**config.mk**
```make
export PLATFORM = sky130hd
export DESIGN_NAME = ctx_tlb
export DESIGN_NICKNAME = d
export VERILOG_FILES = /design/src/rtl/ctx_tlb_pkg.sv /design/src/rtl/tlb_entry_array.sv /design/src/rtl/tlb_victim_sel.sv /design/src/rtl/ctx_tlb.sv
export SDC_FILE = /design/constraint.sdc
export NUM_CORES = 2
export LEC_CHECK = 0
export BUFFER_PORTS_ARGS = -buffer_cell sky130_fd_sc_hd__buf_4
export CAP_MARGIN = 5
export CORE_ASPECT_RATIO = 0.6
export CORE_UTILIZATION = 50
export CTS_CLUSTER_SIZE = 16
export DETAILED_ROUTE_END_ITERATION = 8
export PLACE_DENSITY_LB_ADDON = 0.25
export SLEW_MARGIN = 25
export SYNTH_ARGS = -nofsm -noshare
export SYNTH_HDL_FRONTEND = slang
export SYNTH_SLANG_ARGS = --single-unit
```
**constraint.sdc**
```tcl
create_clock -name clk -period 5.8 [get_ports clk]
set_input_delay 1.16 -clock clk [delete_from_list [all_inputs] [get_ports clk]]
set_output_delay 1.16 -clock clk [all_outputs]
set_load 0.03 [all_outputs]
```
**src/rtl/ctx_tlb_pkg.sv**
```systemverilog
package ctx_tlb_pkg;

  localparam int RIGHTS_W = 3;

  typedef enum logic [1:0] {
    ACC_READ  = 2'd0,
    ACC_WRITE = 2'd1,
    ACC_EXEC  = 2'd2,
    ACC_RSVD  = 2'd3
  } acc_kind_e;

  typedef enum logic {
    ST_IDLE = 1'b0,
    ST_WALK = 1'b1
  } tlb_state_e;

  // rights bit 0 = read, bit 1 = write, bit 2 = execute; reserved kind never allowed
  function automatic logic rights_allow(input logic [RIGHTS_W-1:0] rights,
                                        input logic [1:0] kind);
    case (kind)
      ACC_READ:  return rights[0];
      ACC_WRITE: return rights[1];
      ACC_EXEC:  return rights[2];
      default:   return 1'b0;
    endcase
  endfunction

endpackage

```
**src/rtl/tlb_entry_array.sv**
```systemverilog
module tlb_entry_array
  import ctx_tlb_pkg::*;
#(
  parameter int ENTRIES = 16,
  parameter int VPN_W   = 20,
  parameter int PPN_W   = 16,
  parameter int CTX_W   = 4,
  localparam int IDX_W  = (ENTRIES > 1) ? $clog2(ENTRIES) : 1
) (
  input  logic                clk,
  input  logic                rst_n,
  input  logic [VPN_W-1:0]    lk_vpn,
  input  logic [CTX_W-1:0]    lk_ctx,
  output logic [ENTRIES-1:0]  match_vec,
  output logic [ENTRIES-1:0]  valid_vec,
  output logic [PPN_W-1:0]    hit_ppn,
  output logic [RIGHTS_W-1:0] hit_rights,
  input  logic                fill_en,
  input  logic [IDX_W-1:0]    fill_idx,
  input  logic [VPN_W-1:0]    fill_vpn,
  input  logic [CTX_W-1:0]    fill_ctx,
  input  logic [PPN_W-1:0]    fill_ppn,
  input  logic [RIGHTS_W-1:0] fill_rights,
  input  logic                flush_all,
  input  logic                flush_ctx_en,
  input  logic [CTX_W-1:0]    flush_ctx_id
);

  logic [ENTRIES-1:0]  valid_q;
  logic [VPN_W-1:0]    vpn_q    [ENTRIES];
  logic [CTX_W-1:0]    ctx_q    [ENTRIES];
  logic [PPN_W-1:0]    ppn_q    [ENTRIES];
  logic [RIGHTS_W-1:0] rights_q [ENTRIES];

  logic [ENTRIES-1:0]  wr_vec;
  logic [ENTRIES-1:0]  kill_vec;

  generate
    for (genvar g = 0; g < ENTRIES; g++) begin : g_slot
      logic [CTX_W-1:0] ctx_next;
      assign wr_vec[g]    = fill_en && (fill_idx == IDX_W'(g));
      assign ctx_next     = wr_vec[g] ? fill_ctx : ctx_q[g];
      // flush is judged on the context the slot will hold, so it beats a same-cycle fill
      assign kill_vec[g]  = flush_all || (flush_ctx_en && (ctx_next == flush_ctx_id));
      assign match_vec[g] = valid_q[g] && (vpn_q[g] == lk_vpn) && (ctx_q[g] == lk_ctx);
    end
  endgenerate

  always_ff @(posedge clk or negedge rst_n) begin
    if (!rst_n) begin
      valid_q <= '0;
      for (int i = 0; i < ENTRIES; i++) begin
        vpn_q[i]    <= '0;
        ctx_q[i]    <= '0;
        ppn_q[i]    <= '0;
        rights_q[i] <= '0;
      end
    end else begin
      for (int i = 0; i < ENTRIES; i++) begin
        if (wr_vec[i]) begin
          vpn_q[i]    <= fill_vpn;
          ctx_q[i]    <= fill_ctx;
          ppn_q[i]    <= fill_ppn;
          rights_q[i] <= fill_rights;
        end
        valid_q[i] <= (valid_q[i] || wr_vec[i]) && !kill_vec[i];
      end
    end
  end

  always_comb begin
    hit_ppn    = '0;
    hit_rights = '0;
    for (int i = 0; i < ENTRIES; i++) begin
      if (match_vec[i]) begin
        hit_ppn    = hit_ppn | ppn_q[i];
        hit_rights = hit_rights | rights_q[i];
      end
    end
  end

  assign valid_vec = valid_q;

  p_unique_match_r9: assert property (@(posedge clk) disable iff (!rst_n)
    $onehot0(match_vec));

  p_flush_all_clears_r7: assert property (@(posedge clk) disable iff (!rst_n)
    flush_all |=> (valid_vec == '0));

endmodule

```
**src/rtl/tlb_victim_sel.sv**
```systemverilog
module tlb_victim_sel #(
  parameter int ENTRIES = 16,
  localparam int IDX_W  = (ENTRIES > 1) ? $clog2(ENTRIES) : 1
) (
  input  logic               clk,
  input  logic               rst_n,
  input  logic [ENTRIES-1:0] valid_vec,
  input  logic               advance,
  output logic               any_free,
  output logic [IDX_W-1:0]   victim_idx
);

  logic [IDX_W-1:0] rr_q;
  logic [IDX_W-1:0] free_idx;

  function automatic logic [IDX_W-1:0] lowest_free(input logic [ENTRIES-1:0] v);
    logic [IDX_W-1:0] idx;
    idx = '0;
    for (int i = ENTRIES - 1; i >= 0; i--) begin
      if (!v[i]) idx = IDX_W'(i);
    end
    return idx;
  endfunction

  function automatic logic [IDX_W-1:0] rr_next(input logic [IDX_W-1:0] cur);
    return (cur == IDX_W'(ENTRIES - 1)) ? '0 : cur + IDX_W'(1);
  endfunction

  assign any_free   = ~&valid_vec;
  assign free_idx   = lowest_free(valid_vec);
  assign victim_idx = any_free ? free_idx : rr_q;

  always_ff @(posedge clk or negedge rst_n) begin
    if (!rst_n)       rr_q <= '0;
    else if (advance) rr_q <= rr_next(rr_q);
  end

  p_victim_prefers_free_r6: assert property (@(posedge clk) disable iff (!rst_n)
    any_free |-> !valid_vec[victim_idx]);

endmodule

```
**src/rtl/ctx_tlb.sv**
```systemverilog
module ctx_tlb
  import ctx_tlb_pkg::*;
#(
  parameter int ENTRIES = 16,
  parameter int VPN_W   = 20,
  parameter int PPN_W   = 16,
  parameter int CTX_W   = 4,
  localparam int IDX_W  = (ENTRIES > 1) ? $clog2(ENTRIES) : 1
) (
  input  logic             clk,
  input  logic             rst_n,
  input  logic             req_valid,
  input  logic [VPN_W-1:0] req_vpn,
  input  logic [CTX_W-1:0] req_ctx,
  input  logic [1:0]       req_kind,
  output logic             req_ready,
  output logic             resp_valid,
  output logic             resp_hit,
  output logic [PPN_W-1:0] resp_ppn,
  output logic             resp_fault,
  output logic             resp_deny,
  output logic             walk_req,
  output logic [VPN_W-1:0] walk_vpn,
  output logic [CTX_W-1:0] walk_ctx,
  input  logic             walk_ack,
  input  logic             walk_valid,
  input  logic [PPN_W-1:0] walk_ppn,
  input  logic [2:0]       walk_rights,
  input  logic             flush_all,
  input  logic             flush_ctx_en,
  input  logic [CTX_W-1:0] flush_ctx_id
);

  tlb_state_e       state_q;
  logic [VPN_W-1:0] pend_vpn_q;
  logic [CTX_W-1:0] pend_ctx_q;
  logic [1:0]       pend_kind_q;

  logic [VPN_W-1:0]    lk_vpn;
  logic [CTX_W-1:0]    lk_ctx;
  logic [ENTRIES-1:0]  match_vec;
  logic [ENTRIES-1:0]  valid_vec;
  logic [PPN_W-1:0]    hit_ppn;
  logic [RIGHTS_W-1:0] hit_rights;
  logic                lk_hit;
  logic [IDX_W-1:0]    match_idx;
  logic                any_free;
  logic [IDX_W-1:0]    victim_idx;

  // named internal events
  logic             accept_evt;
  logic             hit_evt;
  logic             miss_evt;
  logic             walk_done_evt;
  logic             fill_en;
  logic [IDX_W-1:0] fill_idx;
  logic             rr_advance;

  function automatic logic [IDX_W-1:0] onehot_index(input logic [ENTRIES-1:0] v);
    logic [IDX_W-1:0] idx;
    idx = '0;
    for (int i = 0; i < ENTRIES; i++) begin
      if (v[i]) idx = IDX_W'(i);
    end
    return idx;
  endfunction

  // while walking, search on the pending request so a fill reuses any matching slot
  assign lk_vpn    = (state_q == ST_WALK) ? pend_vpn_q : req_vpn;
  assign lk_ctx    = (state_q == ST_WALK) ? pend_ctx_q : req_ctx;
  assign lk_hit    = |match_vec;
  assign match_idx = onehot_index(match_vec);

  assign accept_evt    = (state_q == ST_IDLE) && req_valid;
  assign hit_evt       = accept_evt && lk_hit;
  assign miss_evt      = accept_evt && !lk_hit;
  assign walk_done_evt = (state_q == ST_WALK) && walk_ack;
  assign fill_en       = walk_done_evt && walk_valid;
  assign fill_idx      = lk_hit ? match_idx : victim_idx;
  assign rr_advance    = fill_en && !lk_hit && !any_free;

  tlb_entry_array #(
    .ENTRIES (ENTRIES),
    .VPN_W   (VPN_W),
    .PPN_W   (PPN_W),
    .CTX_W   (CTX_W)
  ) u_array (
    .clk          (clk),
    .rst_n        (rst_n),
    .lk_vpn       (lk_vpn),
    .lk_ctx       (lk_ctx),
    .match_vec    (match_vec),
    .valid_vec    (valid_vec),
    .hit_ppn      (hit_ppn),
    .hit_rights   (hit_rights),
    .fill_en      (fill_en),
    .fill_idx     (fill_idx),
    .fill_vpn     (pend_vpn_q),
    .fill_ctx     (pend_ctx_q),
    .fill_ppn     (walk_ppn),
    .fill_rights  (walk_rights),
    .flush_all    (flush_all),
    .flush_ctx_en (flush_ctx_en),
    .flush_ctx_id (flush_ctx_id)
  );

  tlb_victim_sel #(
    .ENTRIES (ENTRIES)
  ) u_victim (
    .clk        (clk),
    .rst_n      (rst_n),
    .valid_vec  (valid_vec),
    .advance    (rr_advance),
    .any_free   (any_free),
    .victim_idx (victim_idx)
  );

  always_ff @(posedge clk or negedge rst_n) begin
    if (!rst_n) begin
      state_q     <= ST_IDLE;
      pend_vpn_q  <= '0;
      pend_ctx_q  <= '0;
      pend_kind_q <= '0;
    end else begin
      if (miss_evt) begin
        state_q     <= ST_WALK;
        pend_vpn_q  <= req_vpn;
        pend_ctx_q  <= req_ctx;
        pend_kind_q <= req_kind;
      end else if (walk_done_evt) begin
        state_q <= ST_IDLE;
      end
    end
  end

  assign req_ready  = (state_q == ST_IDLE);
  assign walk_req   = (state_q == ST_WALK);
  assign walk_vpn   = pend_vpn_q;
  assign walk_ctx   = pend_ctx_q;

  assign resp_valid = hit_evt || walk_done_evt;
  assign resp_hit   = hit_evt;
  assign resp_ppn   = hit_evt ? hit_ppn : walk_ppn;
  assign resp_fault = walk_done_evt && !walk_valid;
  assign resp_deny  = hit_evt ? !rights_allow(hit_rights, req_kind)
                              : (fill_en && !rights_allow(walk_rights, pend_kind_q));

  p_walk_held_r2: assert property (@(posedge clk) disable iff (!rst_n)
    (walk_req && !walk_ack) |=> (walk_req && $stable(walk_vpn) && $stable(walk_ctx)));

  p_fill_installs_r2: assert property (@(posedge clk) disable iff (!rst_n)
    (fill_en && !flush_all && !flush_ctx_en) |=> valid_vec[$past(fill_idx)]);

  p_fault_no_install_r4: assert property (@(posedge clk) disable iff (!rst_n)
    (resp_valid && resp_fault) |=> ($countones(valid_vec) <= $past($countones(valid_vec))));

  p_busy_ignores_req_r11: assert property (@(posedge clk) disable iff (!rst_n)
    (walk_req && !walk_ack) |=> $stable(pend_kind_q));

endmodule

```
Yosys cells after proc, flatten, opt, wreduce, memory -nomap -nowiden --
Index checks and enable logic that the tools add are counted.
Storage, ports and cells: bits in registers 735, bits in latches 0, memory bits (writable) 0, memory bits (read-only) 0, input port bits 56, output and inout port bits 46, word-level logic and storage cells 408, memories 0
Operators by class: $add $sub $neg 1, multipliers 0, div/mod/pow operators 0, $lt $le $gt $ge 0, equality and inequality tests 68, shift operators 0, mux-type cells 90, bitwise logic cells 31, reduce and logical (&&, ||, !) cells 148
Operators by type and width (count):
- == test 20 bit | 16
- two-way mux 16 bit | 17
- bitwise OR 16 bit | 15
- two-way mux 4 bit | 45
- == test 4 bit | 32
- logical AND 1 bit | 89
- two-way mux 3 bit | 19
- bitwise OR 3 bit | 15
- == test 4 bit (second input constant) | 9
- logical OR 1 bit | 33
- logical NOT 1 bit | 20
- two-way mux 20 bit | 1
- == test 4 x 3 -> 1 bit (second input constant) | 4
- AND reduction 16 bit | 1
- OR reduction 16 bit | 1
- == test 4 x 2 -> 1 bit (second input constant) | 2
- case mux 1 bit (3 select lines) | 2
- adder 4 x 1 -> 4 bit (second input constant) | 1
- == test 2 x 1 -> 1 bit (second input constant) | 2
- == test 2 bit (second input constant) | 2
- == test 4 x 1 -> 1 bit (second input constant) | 1
- logical NOT 2 bit | 2
- logical NOT 4 bit | 1
- two-way mux 1 bit | 4
- other kinds (3) | 4

Longest topological paths before layout --
depth in word-level cells 38, mapped depth 18, depth with buffers taken out 13

Cells and area by module --
Synthesis repeated with hierarchy kept, for this count alone.
Second synthesis, totals: cell total of the unflattened synthesis 3285, area total of the unflattened synthesis 37567.3 um^2
Modules (own cells, without submodules):
- tlb_entry_array | instances 1, cells an instance 3084, area an instance 35323.9 um^2, seq. area each 17616.9 um^2
- ctx_tlb | instances 1, cells an instance 150, area an instance 1879.3 um^2, seq. area each 675.6 um^2
- tlb_victim_sel | instances 1, cells an instance 51, area an instance 364.1 um^2, seq. area each 100.1 um^2

Worst setup path after synthesis --
No wires, ideal clock.
path kind input -> output, from input port req_ctx[0], to output port resp_ppn[10], data arrival time 3995 ps, data required time 4640 ps, path slack 645 ps, cell stages on the path 12, path buffers 3, cell sequence mux2i_2 buf_4 xnor2_1 nor4_1 nand4_1 nor4_1 clkbuf_1 clkbuf_1 a22oi_1 nand3_1 nor2_1 a21oi_1
On the way: cells in the longest elaborated chain, start to end 35, elaborated cells on any way between the ends 67, those cells by class eq/ne (16); mux (18); bitwise (15); reduce/logical (18)
RTL lines:
- from (decl) | RTL line ctx_tlb.sv:14 | input logic [CTX_W-1:0] req_ctx,
- two-way mux 4 bit (*) | RTL line ctx_tlb.sv:70 | assign lk_ctx = (state_q == ST_WALK) ? pend_ctx_q : req_ctx;
- == test 4 bit | RTL line tlb_entry_array.sv:45 | assign match_vec[g] = valid_q[g] && (vpn_q[g] == lk_vpn) && (ctx_q[g] == lk_ctx);
- logical AND 1 bit | RTL line tlb_entry_array.sv:45
- two-way mux 16 bit | RTL line tlb_entry_array.sv:75 | if (match_vec[i]) begin
- bitwise OR 16 bit | RTL line tlb_entry_array.sv:76 | hit_ppn = hit_ppn | ppn_q[i];
- two-way mux 16 bit | RTL line tlb_entry_array.sv:75
- bitwise OR 16 bit | RTL line tlb_entry_array.sv:76
- two-way mux 16 bit | RTL line tlb_entry_array.sv:75
- [... 19 more ...]
- two-way mux 16 bit | RTL line tlb_entry_array.sv:75
- bitwise OR 16 bit | RTL line tlb_entry_array.sv:76
- two-way mux 16 bit | RTL line tlb_entry_array.sv:75
- bitwise OR 16 bit | RTL line tlb_entry_array.sv:76
- two-way mux 16 bit | RTL line tlb_entry_array.sv:75
- bitwise OR 16 bit | RTL line tlb_entry_array.sv:76
- two-way mux 16 bit | RTL line tlb_entry_array.sv:75
- two-way mux 16 bit (*) | RTL line ctx_tlb.sv:143 | assign resp_ppn = hit_evt ? hit_ppn : walk_ppn;
- to (decl) | RTL line ctx_tlb.sv:19 | output logic [PPN_W-1:0] resp_ppn,
Every way passes the cells marked *; elsewhere a longest branch is shown, timed or not.

Final worst setup path --
from register state_q (netlist: walk_req), to output port resp_ppn[7]
On the way: cells in the longest elaborated chain, start to end 36, elaborated cells on any way between the ends 102, those cells by class eq/ne (32); mux (19); bitwise (16); reduce/logical (35)
RTL lines:
- from (decl) | RTL line ctx_tlb.sv:34 | tlb_state_e state_q;
- from (signal assigned) | RTL line ctx_tlb.sv:120 | state_q <= ST_IDLE;
- from (signal assigned) | RTL line ctx_tlb.sv:126 | state_q <= ST_WALK;
- from (signal assigned) | RTL line ctx_tlb.sv:131 | state_q <= ST_IDLE;
- two-way mux 20 bit | RTL line ctx_tlb.sv:69 | assign lk_vpn = (state_q == ST_WALK) ? pend_vpn_q : req_vpn;
- == test 20 bit | RTL line tlb_entry_array.sv:45
- logical AND 1 bit (2 in a row) | RTL line tlb_entry_array.sv:45
- two-way mux 16 bit | RTL line tlb_entry_array.sv:75
- bitwise OR 16 bit | RTL line tlb_entry_array.sv:76
- two-way mux 16 bit | RTL line tlb_entry_array.sv:75
- bitwise OR 16 bit | RTL line tlb_entry_array.sv:76
- two-way mux 16 bit | RTL line tlb_entry_array.sv:75
- [... 19 more ...]
- two-way mux 16 bit | RTL line tlb_entry_array.sv:75
- bitwise OR 16 bit | RTL line tlb_entry_array.sv:76
- two-way mux 16 bit | RTL line tlb_entry_array.sv:75
- bitwise OR 16 bit | RTL line tlb_entry_array.sv:76
- two-way mux 16 bit | RTL line tlb_entry_array.sv:75
- bitwise OR 16 bit | RTL line tlb_entry_array.sv:76
- two-way mux 16 bit | RTL line tlb_entry_array.sv:75
- two-way mux 16 bit (*) | RTL line ctx_tlb.sv:143
Marked as above.

==> results.md <==
* Core area at 72600 µm²
* Layout cells sized above 1 at 0.373
* Clk buf depth at 3
* Total number of vias at 26800
* Final period utilization at 0.983
* Cells along the critical path: buf_8 > mux2i_4 > buf_4 > buf_12 > xnor2_1 > nor4_1 > nand3_1 > nor2_2 > buf_12 > nor4_1 > buf_4 > nand4_1 > nor2b_4 > buf_12 > a21oi_1 > buf_4
* YS warnings at 0
* Xor/xnor share of the synthesized area at 0.0980
* Lkg Pwr at 19.0 nW
* Area fraction in compound gates after synthesis at 0.0640
* R2r startpoint: walk_req
* Final Util at 0.589
* Hold WC Path Type: in2async
* Post-synthesis mux area share at 0.230
* CTS tree: yes
* FF-to-FF path depth at 19
* Setup WS pre-CTS at 0.331 ns
* Final global-route overflow total at 0
* Initial antenna violation count at 7
* Layout Nets at 3176
* Post-Layout Cell Count at 4151
* Worst path max stage delay at 0.61 ns
* Fin area at 42700 µm²
* Clock sinks at 735
* #FFs+latches synth at 735
* Ys flop type: dfrtp_1
* Status: completed
* Hold Buf Count CTS at 0
* Worst-Margin Slew at 0.763 ns
* Worst setup SP type: register
* First-pass GRT wire length at 189000 µm
* Clk pwr share at 0.353
* Flop pwr share at 0.411
* Post-Route Setup TNS at 0 ns
* DRT Wirelength at 129000 µm
* Routed wire per std cell at 31.2 µm
* Tmin final at 5.70 ns
* Boundary pin count at 102
* Syn_nets at 3024
* Switch share at 0.323
* Worst Clk Skew at 0.0242 ns
* CP delay by family, top: buffers and inverters
* Rel. slew slack at 0.490
* CP max FO at 20
* DRC Markers at 0
* Worst path arrival time at 4.54 ns
* EDFF count, synth at 0
* RSZ-0062 raised after global routing: false
* Endpoints failing hold at 0
* Unique masters post-synth at 92
* Synth Area in Simple Gates at 0.0793
* Placed Instances at 4000
* Worst Setup Path Type: reg2out
* Clock slew at reported path FFs at 0.06 ns
* Starting DRT DRC Count at 3088
* Max Freq at 0.175 GHz
* PD cells at 319 nW/µm²
* All-Layer GR Usage at 0.345
* Largest area contributor in the netlist: dfrtp_1
* Yosys top cell area share at 0.496
* Max-Cap Viols at 0
* Net switching power at 4.39 mW
* Final Wtd Congestion at 1.00
* Row cnt at 76
* DRT antenna net count at 0
* Die area at 75300 µm²
* DP Area at 40100 µm²
* Internal power at 9.21 mW
* Logic pwr share at 0.236
* DP HPWL at 86700 µm
* Area growth, synth to finish at 15.2%
* Vias in the first global route at 27000
* Main combinational cell family by area after synthesis: multiplexers
* Cell count after synthesis at 2967
* Synth async-reset ratio at 1.00
* Worst setup margin at 0.0972 ns
* DR vias/cell at 6.47
* Buf/Inv on CP at 7
* Final Setup Violations at 0
* R2R Path End: u_array.valid_vec[10]
* Largest net degree at the start of global routing at 126
* Inserted Clock Buffers at 73
* Die outline width at 354 µm
* Root Driver: clkbuf_16
* Die Y at 213 µm
* IO Port Bufs at 101
* Drt first pass iters at 5
* Syn Std Cell Area at 37100 µm²
* CP Data Required Time at 4.64 ns
* Post-Synth Adder-Cell Area at 0.000337
* Max-slew violations at 0
* Slowest cell on crit path: dfrtp_4
* Initial Util at 0.511
* CP Depth at 16
* Element type at the critical path end: output pin
* Max IR drop VDD at 0.251 mV
* Syn_area_per_cell at 12.5 µm²
* Worst-Skew Late Latency at 0.64 ns
* Flop-to-flop setup slack at 0.71 ns
* Sequential share of the synthesized area at 0.496
* Synth area leaders: dfrtp_1, mux2_2, xnor2_1, nor4_1, a22oi_1
* H-tree depth at 3
-- cell usage after synthesis, types with 16 or more instances --
library cell,number
a21oi_1,29
a221oi_1,46
a22o_1,41
a22oi_1,71
buf_2,66
buf_4,17
clkbuf_1,112
dfrtp_1,735
inv_1,25
mux2_1,17
mux2_2,684
mux2i_4,21
nand2_1,39
nand3_1,64
nand4_1,42
nor2_1,100
nor2b_1,22
nor3_1,39
nor4_1,157
o21ai_0,32
xnor2_1,399
xor2_1,16
-- cells in the final DEF, fill, tap and decap left out, types with 9 or more instances in the layout --
cell and instances:
a22o_1 41, clkbuf_16 75, nor2b_1 21, mux2i_4 24, mux2_2 684, nor4_1 148, clkbuf_8 14, mux2_1 17
a22oi_1 71, a31oi_1 9, o2111ai_1 9, xor2_1 16, a221oi_1 46, dfrtp_1 734, mux2i_1 12, nand3_1 64
nor2_1 92, inv_1 25, o211ai_1 10, xnor2_1 399, nand4_1 42, a21oi_1 29, clkbuf_1 14, nand3b_1 10
nor3_1 34, nand2_1 39, buf_12 53, buf_4 232, o21ai_0 32, nor4_2 10, clkinv_2 18, nor2_4 12
-- cell type report --
class / count / area (µm²)
inverters: 27 / 101
repair buffers: 295 / 2940
well taps: 975 / 1220
clock inverters: 28 / 238
fillers: 5826 / 29800
flip-flops and latches: 735 / 18400
multi-input cells: 1987 / 17700
diodes: 1 / 2.50
clock buffers: 103 / 2120
-- state kept, by name (all words and copies together), names as in the netlist --
signal / count
pend_kind_q: 2
u_array.ctx_q: 64
u_array.ppn_q: 256
u_array.rights_q: 48
u_array.valid_vec: 16
u_array.vpn_q: 320
u_victim.rr_q: 4
walk_ctx: 4
walk_req: 1
walk_vpn: 20
-- metrics by stage --
step | hold slack [ns] | total power, mW
final | 0.400 | 13.6
after global placement | 0.487 | 8.71
after global routing | 0.391 | 14.0
after floorplan | 0.474 | 7.36
after CTS | 0.507 | 13.5
after detailed placement | 0.493 | 8.73
-- what timing repair did --
item / CTS / global route
setup buffers: 4 / 14
pin swaps: 0 / 1
endpoints found under the hold margin: 0 / 0
resized for setup: 3 / 15
gates cloned: 0 / 0
setup endpoints to repair: 19 / 18
-- how the worst max path moves through the flow --
stage / startpoint / to / slack [ns]
floorplan: req_ctx[0] / resp_ppn[10] / 0.65
global placement: req_ctx[2] / resp_deny / 0.22
detailed placement: req_ctx[2] / resp_deny / 0.33
CTS: walk_req / resp_deny / 0.02
global route: walk_req / resp_ppn[10] / 0.02
finish: walk_req / resp_ppn[7] / 0.1
-- routing by layer --
| layer | vias up | track usage | wire (µm) | share of wire |
|---|---|---|---|---|
| met3 | 249 | 0.103 | 14500 | 0.11 |
| li1 | 11100 | - | - | - |
| met4 | 0 | 0.0876 | 3290 | 0.025 |
| met5 | - | 0 | 0 | 0 |
| met1 | 14000 | 0.519 | 58600 | 0.45 |
| met2 | 1503 | 0.480 | 52900 | 0.41 |
-- cells by family (layout without fill, tap and decap cells) --
group	Yosys count	after routing
multiplexers	738	738
flip-flops	735	735
AND/OR/NAND/NOR	526	526
XOR/XNOR	415	415
AO/OA/AOI/OAI	307	307
buffers and inverters	245	453
adder cells (fa/ha/maj)	1	1
other	0	1
-- power groups by stage --
stage,Combinational (mW),Sequential [mW],Clock (mW)
floorplan,1.67,5.69,0
global placement,3.03,5.67,0
detailed placement,3.04,5.69,0
CTS,3.08,5.58,4.85
global route,3.32,5.61,5.07
finish,3.21,5.59,4.81
No activity file was read; power rests on OpenSTA's default activity.
